`config.mk`:
```
export PLATFORM = sky130hd
export DESIGN_NAME = strobe_xfer_ctrl
export DESIGN_NICKNAME = d
export VERILOG_FILES = /design/src/rtl/strobe_xfer_pkg.sv /design/src/rtl/strobe_fsm.sv /design/src/rtl/drive_decode.sv /design/src/rtl/xfer_out.sv /design/src/rtl/strobe_xfer_ctrl.sv
export SDC_FILE = /design/constraint.sdc
export NUM_CORES = 1
export LEC_CHECK = 0
export CORE_AREA = 2 2 39 41
export DETAILED_ROUTE_END_ITERATION = 10
export DIE_AREA = 0 0 41 43
export DONT_BUFFER_PORTS = 1
export MAX_ROUTING_LAYER = met4
export SETUP_SLACK_MARGIN = 0.2
export SLEW_MARGIN = 20
export SYNTH_ARGS = -nofsm -noshare
export SYNTH_HDL_FRONTEND = slang
export SYNTH_SLANG_ARGS = --single-unit
```
`constraint.sdc`:
```
create_clock -name clk -period 3.3 [get_ports clk]
set_clock_uncertainty 0.2 [all_clocks]
set_input_delay 0.165 -clock clk [delete_from_list [all_inputs] [get_ports clk]]
set_output_delay 0.165 -clock clk [all_outputs]
set_load 0.02 [all_outputs]
```
`src/rtl/strobe_xfer_pkg.sv`:
```
package strobe_xfer_pkg;
    parameter int BYTE_W = 8;

    typedef enum logic {
        STB_LOW  = 1'b0,
        STB_HIGH = 1'b1
    } stb_state_t;
endpackage

```
`src/rtl/strobe_fsm.sv`:
```
module strobe_fsm
    import strobe_xfer_pkg::*;
(
    input  logic clk,
    input  logic rst_n,
    input  logic wr,
    input  logic new_strobe,
    input  logic enable,
    output logic fire
);
    stb_state_t state_q;
    stb_state_t state_d;

    // next-state and fire decision
    always_comb begin
        state_d = state_q;
        fire    = 1'b0;
        if (wr) begin
            unique case (state_q)
                STB_LOW: begin
                    state_d = new_strobe ? STB_HIGH : STB_LOW;
                end
                STB_HIGH: begin
                    state_d = new_strobe ? STB_HIGH : STB_LOW;
                    fire    = enable && !new_strobe;
                end
            endcase
        end
    end

    always_ff @(posedge clk) begin
        if (!rst_n) state_q <= STB_LOW;
        else        state_q <= state_d;
    end

    assert_hold_without_write_R9: assert property (@(posedge clk) disable iff (!rst_n)
        !wr |=> $stable(state_q));
    assert_fire_needs_enable_R4: assert property (@(posedge clk) disable iff (!rst_n)
        fire |-> enable);
endmodule

```
`src/rtl/drive_decode.sv`:
```
module drive_decode #(
    parameter int PORT_W  = 8,
    parameter int SEL_A   = 1,
    parameter int SEL_B   = 2
) (
    input  logic              clk,
    input  logic              rst_n,
    input  logic              wr,
    input  logic [PORT_W-1:0] port_val,
    output logic              on_a,
    output logic              on_b
);
    always_ff @(posedge clk) begin
        if (!rst_n) begin
            on_a <= 1'b0;
            on_b <= 1'b0;
        end else if (wr) begin
            on_a <= ~port_val[SEL_A];
            on_b <= ~port_val[SEL_B];
        end
    end

    assert_indicators_hold_R8: assert property (@(posedge clk) disable iff (!rst_n)
        !wr |=> ($stable(on_a) && $stable(on_b)));
endmodule

```
`src/rtl/xfer_out.sv`:
```
module xfer_out #(
    parameter int DW = 8
) (
    input  logic          clk,
    input  logic          rst_n,
    input  logic          fire,
    input  logic          alt,
    input  logic [DW-1:0] byte_in,
    output logic          valid,
    output logic [DW-1:0] data,
    output logic          irq_busy,
    output logic          irq_ack
);
    always_ff @(posedge clk) begin
        if (!rst_n) begin
            valid    <= 1'b0;
            data     <= '0;
            irq_busy <= 1'b0;
            irq_ack  <= 1'b0;
        end else begin
            valid    <= fire;
            irq_busy <= fire;
            irq_ack  <= fire && alt;
            if (fire) data <= byte_in;
        end
    end

    assert_data_hold_R5: assert property (@(posedge clk) disable iff (!rst_n)
        !fire |=> $stable(data));
    assert_ack_with_busy_R7: assert property (@(posedge clk) disable iff (!rst_n)
        irq_ack |-> irq_busy);
endmodule

```
`src/rtl/strobe_xfer_ctrl.sv`:
```
module strobe_xfer_ctrl
    import strobe_xfer_pkg::*;
#(
    parameter int DW        = BYTE_W,
    parameter int STB_BIT   = 5,
    parameter int DRV_A_BIT = 1,
    parameter int DRV_B_BIT = 2
) (
    input  logic          clk,
    input  logic          rst_n,
    input  logic          pa_wr,
    input  logic [DW-1:0] pa_val,
    input  logic [DW-1:0] pb_val,
    input  logic          print_en,
    input  logic          alt_variant,
    output logic          xfer_valid,
    output logic [DW-1:0] xfer_data,
    output logic          busy_irq,
    output logic          ack_irq,
    output logic          drive_a_on,
    output logic          drive_b_on
);
    logic fire;

    strobe_fsm u_fsm (
        .clk        (clk),
        .rst_n      (rst_n),
        .wr         (pa_wr),
        .new_strobe (pa_val[STB_BIT]),
        .enable     (print_en),
        .fire       (fire)
    );

    xfer_out #(.DW(DW)) u_out (
        .clk      (clk),
        .rst_n    (rst_n),
        .fire     (fire),
        .alt      (alt_variant),
        .byte_in  (pb_val),
        .valid    (xfer_valid),
        .data     (xfer_data),
        .irq_busy (busy_irq),
        .irq_ack  (ack_irq)
    );

    drive_decode #(.PORT_W(DW), .SEL_A(DRV_A_BIT), .SEL_B(DRV_B_BIT)) u_drv (
        .clk      (clk),
        .rst_n    (rst_n),
        .wr       (pa_wr),
        .port_val (pa_val),
        .on_a     (drive_a_on),
        .on_b     (drive_b_on)
    );

    assert_fire_on_low_write_R2: assert property (@(posedge clk) disable iff (!rst_n)
        xfer_valid |-> ($past(pa_wr) && !$past(pa_val[STB_BIT]) && $past(print_en)));
    assert_single_pulse_R2: assert property (@(posedge clk) disable iff (!rst_n)
        xfer_valid |=> !xfer_valid);
    assert_busy_matches_R6: assert property (@(posedge clk) disable iff (!rst_n)
        busy_irq == xfer_valid);
endmodule

```
# After elaboration in Yosys (flattened, before gate mapping)
# Cells that the tools add are included.
# totals
output_inout_bits	13
regBits	13
wordCells	14
input_bits	21
# op_classes
bitwise	2
muxes	3
n_reduce_logical	3
# ops
cell	count
$mux 1	3
$logic_and 1x1->1	2
$not 1->1	2
$logic_not 1->1	1

# Longest topological paths before layout
# Gate-level depths: netlist of run 1.
# logic_depth
depth_word	5
mapped_depth	3
mapped_depth_nobuf	2

# Cells and area by module
# A second synthesis of run 1 with hierarchy kept.
# unflattened
hier_cells	40
hier_area_um2	479.2
# modules_own_cells
mod	cells_each	seq_area_each_um2	area_per_inst_um2	n_inst
xfer_out	30	200.2	364.1	1
drive_decode	6	40.0	67.6	1
strobe_fsm	4	20.0	47.5	1

# Least setup slack after synthesis of run 1
# OpenSTA, ideal clock, no wires.
# synth_path
path_kind	flip-flop to flip-flop
startpoint	register u_fsm.state_q
endpoint	register u_out.irq_ack
period_less_slack_ps	1101
arrival_time_ps	785
slack_ps	2199
required_time_ps	2984
stages_incl_launch_ff	4
setup_time_ps	116
path_buffers	1
path_cell_list	dfxtp_1 > and4b_1 > buf_6 > and3_1
# synth_via
elab_chain_cells	3
# synth_rtl
element	line_no	rtl
start: declaration	strobe_fsm.sv:11	stb_state_t state_q;
start signal: assignment	strobe_fsm.sv:33	else state_q <= state_d;
$mux 1	strobe_fsm.sv:19	unique case (state_q)
$mux 1	strobe_fsm.sv:18	if (wr) begin
$logic_and 1x1->1	xfer_out.sv:23	irq_ack <= fire && alt;
end signal: assignment	xfer_out.sv:23	
end: declaration	xfer_out.sv:12	output logic irq_ack
# Every way passes these cells.
# A chain may end at the register's enable or synchronous reset.

# Worst setup path in the final report of run 1
# layout_path
startpoint	input rst_n
endpoint	register u_drv.on_b
# layout_rtl
element	line_no	rtl
start: declaration	strobe_xfer_ctrl.sv:10	input logic rst_n,
end signal: assignment	drive_decode.sv:19	on_b <= ~port_val[SEL_B];
end: declaration	drive_decode.sv:11	output logic on_b
# No word-level cell between the ends.

==> run summary, run 1 <==
RUN STATUS
-------------------------------------------------------------------------------------
Run status                                                               finished, final reports clean

CLOCK TREE
-------------------------------------------------------------------------------------
CTS tree                                                                         done
Insertion delay of the later-clocked pin in the worst-skew pair               0.27 ns
Clock-pin slew of the registers on the worst-case setup and hold paths        0.08 ns
CTS H-tree depth                                                                    1
Inserted Clock Buffers                                                              3
Buffer levels on the longest clock path                                             2
Number of clock sinks seen by CTS                                                  13
Postcts setup bufs                                                                  0
CTS Root Cell                                                                clkbuf_4
CTS-repair resized insts                                                            0

YOSYS
-------------------------------------------------------------------------------------
Synth unique cells                                                                 11
Number of warnings issued by yosys                                                  0
Synthesized netlist cell count                                                     50
Sequential share of the synthesized area                                        52.8%
Per-instance average area after synthesis                                  9.86 sq um
Number of nets produced by synthesis                                               71
Mapped Area                                                                 493 sq um
Seq cells post-synth                                                               13

DRT
-------------------------------------------------------------------------------------
Number of DRC markers after the initial detailed-route iteration                    0
Number of optimization iterations in the first detailed-route pass                  1
Drt total wl                                                              962 microns
DRC violation count after routing                                                   0
Antenna Nets Post-Route                                                             0
Ratio of routed vias to standard cells                                           4.68
Mean routed wirelength per cell                                          11.9 microns
Vias post-DR                                                                      379

FLOORPLAN
-------------------------------------------------------------------------------------
Die area                                                                 0.00176 sq mm
Overall die width                                                          41 microns
Overall die height                                                         43 microns
Core ar.                                                                 0.00138 sq mm
Boundary pin count                                                                 34
Site Rows                                                                          14
Starting density of the core                                                    35.6%

GRT
-------------------------------------------------------------------------------------
Vias in the first global route                                                    401
Number of antenna violations at the first check in global routing                   0
Largest net degree at the start of global routing                                  22
Global-route wire length before repair                                   1600 microns
Remaining Overflow, GRT                                                             0
Aggregate global-route resource usage                                           14.1%

CRITICAL PATH
-------------------------------------------------------------------------------------
Critical path data arrival time                                               1.92 ns
Path depth of the worst reg2reg path                                                2
Register-to-Register Setup Slack                                              1.83 ns
Cells along the critical path                                            dlygate4sd3_1 -> o211a_1 -> dlygate4sd3_1
Reg2reg start                                                              u_drv.on_b
Largest fanout on the critical path                                                21
Capturing point of the worst reg2reg path                                  u_drv.on_b
Most prevalent standard cell on the critical path                        dlygate4sd3_1
Cell at the slowest stage of the critical path                           dlygate4sd3_1
Worst Path Class, Setup                                                  input port to register
Startpoint type of the worst setup path                                    input port
Required @ worst endpoint                                                     3.32 ns
Sort of element at the end of the critical path                              register
Critical Path Start                                                             rst_n
Delay contributed by the slowest stage of the critical path                   0.97 ns

POWER
-------------------------------------------------------------------------------------
IR Drop Worst-Case VDD                                                         214 uV
Relative contribution of the clock network to total power                       33.6%
Portion of total power attributed to combinational logic                         9.1%
Power density over the cells                                              437 mW/mm^2
Internal power                                                                 224 uW
Leakage                                                                   0.000271 uW
Sw Pwr                                                                        65.4 uW
Switching Share                                                                 22.6%
Sequential group share of total power                                           57.3%

CELLS AND AREA
-------------------------------------------------------------------------------------
Utilization after layout                                                        47.9%
Synth-to-layout area growth                                                     34.5%
Nets                                                                               87
Proportion of layout cells with a drive suffix above 1                          4.62%
Antenna cells                                                                       0
Most common cell after layout, fill and taps aside                            nand2_1
Most frequent cells in the layout                                        nand2_1, dlygate4sd3_1, dfxtp_1

WORST HOLD PATH
-------------------------------------------------------------------------------------
Sink of the worst hold path                                              u_out.data[4]
Type of the tightest min-delay check                                     input port to register
Worst Hold Launch                                                            print_en
Hold path depth                                                                     2

STA
-------------------------------------------------------------------------------------
Transition at the pin with the smallest max-transition slack                 0.677 ns
Sum of negative setup slack                                                      0 ns
Hold violation total from the final report                                          0
Number of failing setup endpoints in the final timing report                        0
RSZ-0062 raised after global routing                                               no
Final slew viol count                                                               0
Final period util                                                               57.8%
Min cycle time layout                                                         1.91 ns
Slew headroom                                                                   54.7%
Maximum frequency from static timing analysis                               0.524 GHz

FLOW RUN
-------------------------------------------------------------------------------------
Max cap viols                                                                       0

PLACEMENT
-------------------------------------------------------------------------------------
Post-DP HPWL                                                              563 microns
Placer congestion estimate                                                      0.580
Number of port buffers                                                              0

layout make-up:
type	count	area, sq um
tap	16	20.0
clock buffer	4	26.3
timing repair buffer	15	150
fill	136	721
multi-input combinational	33	206
sequential	13	260
logic make-up after synthesis:
family	count (synthesis)	synth area share [%]
compound gates	2	4.06
flops	13	52.8
buf+inv	4	5.33
simple gates	22	19.5
mux	9	18.3
per-stage QoR:
stage	hold WS (ns)	worst slack [ns]	instance area [sq um]	std cells	total power (uW)
2_1_floorplan	0.103	2.20	493	50	180
3_3_place_gp	0.0888	1.92	487	62	177
3_5_place_dp	0.0925	1.88	487	62	178
4_1_cts	0.269	1.39	663	81	292
5_1_grt	0.255	1.31	663	81	304
6_report	0.246	1.39	663	81	289
layer usage:
layer  part of all wire [%]  routed length (microns)  GRT usage, %  up-vias
met5                      0                        0             -        -
met4                   0.83                        8          10.7        0
met3                    5.5                       53          4.19        2
met2                     51                      495          20.3       12
met1                     42                      405          15.4      173
li1                       -                        -             -      192
worst max path at each step:
| stage | endpoint | cells past startpoint |
|---|---|---|
| after CTS | u_drv.on_b | 3 |
| after global placement | u_out.data[5] | 2 |
| after detailed placement | u_out.data[1] | 2 |
| after floorplan | u_out.irq_ack | 3 |
| final | u_drv.on_b | 3 |
| after global routing | u_drv.on_b | 3 |
sequential cells by signal (all words and copies together), names as in the netlist:
| register | count |
|---|---|
| u_drv.on_b | 1 |
| u_drv.on_a | 1 |
| u_fsm.state_q | 1 |
| u_out.valid | 1 |
| u_out.data | 8 |
| u_out.irq_ack | 1 |
synthesized netlist by cell type:
library cell	number	area share, %
and2_1	1	1.3
and3_1	1	1.3
and4b_1	1	2.0
buf_4	1	1.5
buf_6	1	2.3
clkbuf_1	2	1.5
dfxtp_1	13	53
mux2i_1	9	18
nand2_1	18	14
nor2b_1	1	1.3
o211a_1	2	4.1
critical path, delay by kind of cell:
kind / cells / cell delay [ns]
AO/OA/AOI/OAI: 1 / 0.24
buffers and inverters: 2 / 1.51
power by group through the flow:
stage	clock, uW	combinational, uW	sequential (uW)
3_3_place_gp	0	7.82	170
5_1_grt	108	29.3	167
4_1_cts	99.9	26.5	166
2_1_floorplan	0	10.6	169
3_5_place_dp	0	8.26	170
6_report	97.2	26.5	166
repair_timing:
item | in CTS | in global routing
hold buffers | 15 | 0
setup endpoints to repair | 0 | 0
hold endpoints to repair | 13 | 0
Note: power is estimated with default switching activity, not from simulation.
==> inputs of run 2 (changes only) <==
Settings changed: ABC_AREA set to 1.
Clock period 3.3 ns to 1.9 ns, I/O delays scaled along.
==> run summary, run 2 <==
CRITICAL PATH
-------------------------------------------------------------------------------------
Sort of element at the end of the critical path                              register   unchanged
Required @ worst endpoint                                                     1.86 ns   was 3.32 ns
Largest delay share family, worst path                                   buffers and inverters   unchanged
Critical path data arrival time                                               1.53 ns   was 1.92 ns
Cells along the critical path                                            dlygate4sd3_1 -> o21ai_0 -> a21oi_1 -> dlygate4sd3_1   was dlygate4sd3_1 -> o211a_1 -> dlygate4sd3_1
Largest fanout on the critical path                                                 7   was 21
Cell at the slowest stage of the critical path                           dlygate4sd3_1   unchanged
Most prevalent standard cell on the critical path                        dlygate4sd3_1   unchanged
Delay contributed by the slowest stage of the critical path                   0.63 ns   was 0.97 ns
Startpoint type of the worst setup path                                    input port   unchanged
Worst Path Class, Setup                                                  input port to register   unchanged
Critical path buffer and inverter count                                             2   unchanged

WORST HOLD PATH
-------------------------------------------------------------------------------------
Type of the tightest min-delay check                                     input port to register   unchanged

STA
-------------------------------------------------------------------------------------
Min cycle time layout                                                         1.57 ns
Slew headroom                                                                   74.6%   was 54.7%
Number of failing setup endpoints in the final timing report                        0   unchanged
Maximum frequency from static timing analysis                               0.636 GHz
Hold violation total from the final report                                          0   unchanged
Final period util                                                               82.7%
Final slew viol count                                                               0   unchanged
Transition at the pin with the smallest max-transition slack                 0.381 ns   was 0.677 ns
Final worst hold slack                                                       0.259 ns   was 0.246 ns
RSZ-0062 raised after global routing                                               no   unchanged
Setup WS post-layout                                                         0.329 ns   was 1.39 ns
Sum of negative setup slack                                                      0 ns   unchanged

GRT
-------------------------------------------------------------------------------------
Global-route wire length before repair                                   1880 microns   was 1600 microns
Vias in the first global route                                                    458   was 401
Aggregate global-route resource usage                                           16.3%   was 14.1%
Largest net degree at the start of global routing                                  10   was 22
Remaining Overflow, GRT                                                             0   unchanged
Number of antenna violations at the first check in global routing                   0   unchanged

CELLS AND AREA
-------------------------------------------------------------------------------------
Max reg flops                                                                       8   unchanged
Most common cell after layout, fill and taps aside                             nor2_1   was nand2_1
Synth-to-layout area growth                                                     35.5%   was 34.5%
Antenna cells                                                                       0   unchanged
Proportion of layout cells with a drive suffix above 1                          6.67%   was 4.62%
Register name with the most flops                                          u_out.data   unchanged
Most frequent cells in the layout                                        nor2_1, dlygate4sd3_1, dfxtp_1   was nand2_1, dlygate4sd3_1, dfxtp_1
Nets                                                                              112   was 87

DRT
-------------------------------------------------------------------------------------
Mean routed wirelength per cell                                          10.8 microns   was 11.9 microns
Ratio of routed vias to standard cells                                           4.51   was 4.68
DRC violation count after routing                                                   0   unchanged
Antenna Nets Post-Route                                                             0   unchanged
Number of DRC markers after the initial detailed-route iteration                    4   was 0
Number of optimization iterations in the first detailed-route pass                  3   was 1
Vias post-DR                                                                      478   was 379
Drt total wl                                                             1140 microns   was 962 microns

CLOCK TREE
-------------------------------------------------------------------------------------
Inserted Clock Buffers                                                              3   unchanged
Number of buffers inserted by hold repair at cts                                   16   was 15
Buffer levels on the longest clock path                                             2   unchanged
CTS Root Cell                                                                clkbuf_4   unchanged
Clock-pin slew of the registers on the worst-case setup and hold paths        0.08 ns   about the same
CTS tree                                                                         done   unchanged
CTS H-tree depth                                                                    1   unchanged
CTS-repair resized insts                                                            0   unchanged
Number of clock sinks seen by CTS                                                  13   unchanged
Postcts setup bufs                                                                  0   unchanged
Insertion delay of the later-clocked pin in the worst-skew pair               0.26 ns   was 0.27 ns

YOSYS
-------------------------------------------------------------------------------------
Top flip-flop cell by instance count after synthesis                          dfxtp_1   unchanged
Largest cells by area after synthesis                                    dfxtp_1, nor2_1, inv_1   was dfxtp_1, mux2i_1, nand2_1
Number of enable-type register cells in the synthesized netlist                     0   unchanged
Number of nets produced by synthesis                                               93   was 71
Library cell with the largest summed area after synthesis                     dfxtp_1   unchanged
Fraction of registers with async set/reset                                         0%   unchanged
Most used standard cells in the synthesized netlist                      nor2_1, dfxtp_1, inv_1, nand2_1, nand3_1   was nand2_1, dfxtp_1, mux2i_1, clkbuf_1, o211a_1
Top cell type's share of synthesized area                                       49.3%   was 52.8%
Synth unique cells                                                                 12   was 11
Per-instance average area after synthesis                                  7.33 sq um   was 9.86 sq um
Most frequent cell after synthesis                                             nor2_1   was nand2_1
Synthesized netlist cell count                                                     72   was 50
Seq cells post-synth                                                               13   unchanged
Mapped Area                                                                 528 sq um   was 493 sq um
Number of warnings issued by yosys                                                  0   unchanged
Sequential share of the synthesized area                                        49.3%   was 52.8%

POWER
-------------------------------------------------------------------------------------
PnR Total Power                                                                524 uW   was 289 uW
Power density over the cells                                              733 mW/mm^2   was 437 mW/mm^2
IR Drop Worst-Case VDD                                                         432 uV   was 214 uV
Leakage                                                                   0.000329 uW   was 0.000271 uW

RUN STATUS
-------------------------------------------------------------------------------------
Run status                                                               finished, final reports clean   unchanged

PLACEMENT
-------------------------------------------------------------------------------------
Placement Setup Slack                                                        0.721 ns   was 1.88 ns
Number of port buffers                                                              0   unchanged
Post-DP HPWL                                                              691 microns   was 563 microns
Placer congestion estimate                                                      0.647   was 0.580

FLOORPLAN
-------------------------------------------------------------------------------------
Overall die height                                                         43 microns   unchanged
Boundary pin count                                                                 34   unchanged
Site Rows                                                                          14   unchanged
Core ar.                                                                 0.00138 sq mm   unchanged
Overall die width                                                          41 microns   unchanged
Starting density of the core                                                    38.2%   was 35.6%
Die area                                                                 0.00176 sq mm   unchanged

FLOW RUN
-------------------------------------------------------------------------------------
Max cap viols                                                                       0   unchanged

[run 2: cell count changes after synthesis, sizes merged, moves of 2 or more]
cell	delta
nor2	+20
nor3	+2
mux2i	-9
inv	+12
o21ai	+2
a21oi	+2
nand3	+8
clkbuf	-2
o211a	-2
nand2	-7
[run 2: per-layer routing]
metal,vias to the layer above,part of all wire [%],global-route usage [%]
li1,256,-,-
met1,209,42,17.3
met2,11,52,25.9
met3,2,5.3,3.66
met4,0,0.88,10.0
met5,-,0,-
[run 2: final cells by class]
cell class,instances,area [sq um]
flip-flops and latches,13,260
well taps,16,20.0
clock buffers,4,26.3
inverters,12,45.0
multi-input cells,45,204
fillers,150,668
repair buffers,16,160
[run 2: report_power, final]
part | leakage, uW | switching [uW] | internal [uW] | total, uW
Clock | 0.0000150 | 86.2 | 81.1 | 167
Sequential | 0.000106 | 13.8 | 281 | 295
Combinational | 0.000209 | 28.9 | 33.5 | 62.4
Total | 0.000329 | 129 | 395 | 524
[run 2: final timing paths]
kind | startpoint | endpoint | slack (ns) | cells after the start
worst max-delay path | pa_wr | u_drv.on_a | 0.33 | 4
worst min-delay path | pa_val[1] | u_drv.on_a | 0.26 | 2
worst max register to register | u_drv.on_b | u_drv.on_b | 0.41 | 3
worst min register to register | u_fsm.state_q | u_fsm.state_q | 0.29 | 2
[run 2: kinds of logic (layout without fill, tap and decap cells)]
group | Yosys count | count (layout) | synth area share, %
simple gates | 41 | 41 | 34.8
buf+inv | 14 | 32 | 12.1
flops | 13 | 13 | 49.3
compound gates | 4 | 4 | 3.79
[run 2: through the flow]
step	cells	util [%]	area (sq um)
2_1_floorplan	72	-	528
4_1_cts	106	51.7	716
5_1_grt	106	51.7	716
3_5_place_dp	86	38.2	529
3_3_place_gp	86	38.2	529
6_report	106	51.7	716
[run 2: worst reg2reg max path: cells and delay by family, from the launching register on]
kind / cells / cell delay (ns)
flip-flops: 1 / 0.45
buffers and inverters: 1 / 0.55
AO/OA/AOI/OAI: 2 / 0.23
==> inputs of run 3 (changes only) <==
Settings changed: ABC_AREA 1 to 0.
Clock period 1.9 ns to 1.6 ns, I/O delays scaled along.
==> run summary, run 3 (synthesis results as in run 1) <==
GRT
-------------------------------------------------------------------------------------
Number of antenna violations at the first check in global routing                   0   unchanged
Aggregate global-route resource usage                                           13.6%   was 16.3%
Remaining Overflow, GRT                                                             0   unchanged
Global-route wire length before repair                                   1530 microns   was 1880 microns
Vias in the first global route                                                    373   was 458
Largest net degree at the start of global routing                                  22   was 10

CELLS AND AREA
-------------------------------------------------------------------------------------
Proportion of layout cells with a drive suffix above 1                          6.15%   was 6.67%
Max reg flops                                                                       8   unchanged
Register name with the most flops                                          u_out.data   unchanged
Most common cell after layout, fill and taps aside                            nand2_1   was nor2_1
Synth-to-layout area growth                                                     34.5%   was 35.5%
Most frequent cells in the layout                                        nand2_1, dlygate4sd3_1, dfxtp_1   was nor2_1, dlygate4sd3_1, dfxtp_1
Post-route cell area                                                        663 sq um   was 716 sq um
Antenna cells                                                                       0   unchanged
Nets                                                                               87   was 112
# fillers                                                                         149   was 150

DRT
-------------------------------------------------------------------------------------
Drt total wl                                                              963 microns   was 1140 microns
Antenna Nets Post-Route                                                             0   unchanged
Vias post-DR                                                                      387   was 478
Number of optimization iterations in the first detailed-route pass                  3   unchanged
DRC violation count after routing                                                   0   unchanged
Ratio of routed vias to standard cells                                           4.78   was 4.51
Number of DRC markers after the initial detailed-route iteration                    2   was 4
Mean routed wirelength per cell                                          11.9 microns   was 10.8 microns

CRITICAL PATH
-------------------------------------------------------------------------------------
Cells along the critical path                                            and4b_1 -> buf_4 -> and3_1   was dlygate4sd3_1 -> o21ai_0 -> a21oi_1 -> dlygate4sd3_1
Critical path data arrival time                                               1.14 ns   was 1.53 ns
Largest fanout on the critical path                                                10   was 7
Startpoint type of the worst setup path                                      register   was input port
Largest delay share family, worst path                                   simple AND/OR/NAND/NOR gates   was buffers and inverters
Critical Path Start                                                      u_fsm.state_q   was pa_wr
Sort of element at the end of the critical path                              register   unchanged
Required @ worst endpoint                                                     1.56 ns   was 1.86 ns
Worst Path Class, Setup                                                  register to register   was input port to register
Delay contributed by the slowest stage of the critical path                   0.31 ns   was 0.63 ns
Reg2reg start                                                            u_fsm.state_q   was u_drv.on_b
Critical path buffer and inverter count                                             1   was 2
Cell at the slowest stage of the critical path                                dfxtp_1   was dlygate4sd3_1

PLACEMENT
-------------------------------------------------------------------------------------
Number of port buffers                                                              0   unchanged
Cell Area, Placed                                                           494 sq um   was 529 sq um
Placer congestion estimate                                                      0.579   was 0.647

STA
-------------------------------------------------------------------------------------
Maximum frequency from static timing analysis                               0.845 GHz
RSZ-0062 raised after global routing                                               no   unchanged
Final slew viol count                                                               0   unchanged
Sum of negative setup slack                                                      0 ns   unchanged
Final period util                                                               74.0%
Slew headroom                                                                   58.4%   was 74.6%
Min cycle time layout                                                         1.18 ns
Hold violation total from the final report                                          0   unchanged
Transition at the pin with the smallest max-transition slack                 0.624 ns   was 0.381 ns
Number of failing setup endpoints in the final timing report                        0   unchanged

FLOORPLAN
-------------------------------------------------------------------------------------
Overall die height                                                         43 microns   unchanged
Overall die width                                                          41 microns   unchanged
Starting density of the core                                                    35.6%   was 38.2%
Boundary pin count                                                                 34   unchanged
Die area                                                                 0.00176 sq mm   unchanged
Site Rows                                                                          14   unchanged
Core ar.                                                                 0.00138 sq mm   unchanged

CLOCK TREE
-------------------------------------------------------------------------------------
CTS H-tree depth                                                                    1   unchanged
CTS Root Cell                                                                clkbuf_4   unchanged
Number of clock sinks seen by CTS                                                  13   unchanged
CTS tree                                                                         done   unchanged
Buffer levels on the longest clock path                                             2   unchanged
Insertion delay of the later-clocked pin in the worst-skew pair               0.27 ns   was 0.26 ns
Inserted Clock Buffers                                                              3   unchanged
Postcts setup bufs                                                                  0   unchanged
Clock-pin slew of the registers on the worst-case setup and hold paths        0.08 ns   about the same

RUN STATUS
-------------------------------------------------------------------------------------
Run status                                                               finished, final reports clean   unchanged

POWER
-------------------------------------------------------------------------------------
Leakage                                                                   0.000281 uW   was 0.000329 uW
Power density over the cells                                              892 mW/mm^2   was 733 mW/mm^2
IR Drop Worst-Case VDD                                                         551 uV   was 432 uV

FLOW RUN
-------------------------------------------------------------------------------------
Max cap viols                                                                       0   unchanged

WORST HOLD PATH
-------------------------------------------------------------------------------------
Type of the tightest min-delay check                                     input port to register   unchanged
Worst Hold Launch                                                            print_en   was pa_val[1]

-- run 3: metrics by stage --
stage | util, % | setup slack (ns) | total power (uW) | hold WS, ns | std cells
after CTS | 47.7 | 0.256 | 599 | 0.114 | 81
after global routing | 47.9 | 0.302 | 624 | 0.113 | 81
after floorplan | - | 0.499 | 370 | 0.0178 | 50
after detailed placement | 35.7 | 0.412 | 367 | 0.0114 | 63
after global placement | 35.7 | 0.429 | 366 | 0.00361 | 63
final | 47.9 | 0.416 | 591 | 0.0970 | 81
-- run 3: power by group --
part | internal (uW) | switching [uW] | total [uW]
clock network | 96.3 | 101 | 197
logic | 33.1 | 19.2 | 52.3
registers | 331 | 11.5 | 342
total | 460 | 131 | 591
-- run 3: final timing paths --
kind | slack, ns | depth (start not counted) | endpoint
max | 0.42 | 3 | u_out.irq_ack
max reg2reg | 0.42 | 3 | u_out.irq_ack
min reg2reg | 0.32 | 2 | u_fsm.state_q
min | 0.1 | 3 | u_out.data[1]
-- run 3: layout make-up --
class	count	area [sq um]	area share (%)
Clock buffer	4	26.3	3.96
Multi-Input combinational cell	33	206	31.1
Sequential cell	13	260	39.2
Tap cell	16	20.0	3.02
Timing Repair Buffer	15	150	22.6
-- run 3: timing repair --
item,in CTS,in global routing
resized for setup,0,1
hold buffers,14,0
setup endpoints to repair,0,4
hold endpoints to repair,13,0
-- run 3: per-layer routing --
layer | GRT usage, % | wire length [microns] | vias up
met4 | 10.0 | 19 | 0
met5 | - | 0 | -
met1 | 14.3 | 372 | 177
met2 | 19.4 | 517 | 14
li1 | - | - | 194
met3 | 5.76 | 54 | 2
-- run 3: worst register-to-register path: stages, from the launching register on --
cell and delay [ns]:
dfxtp_1 0.31, and4b_1 0.19, buf_4 0.18, and3_1 0.19
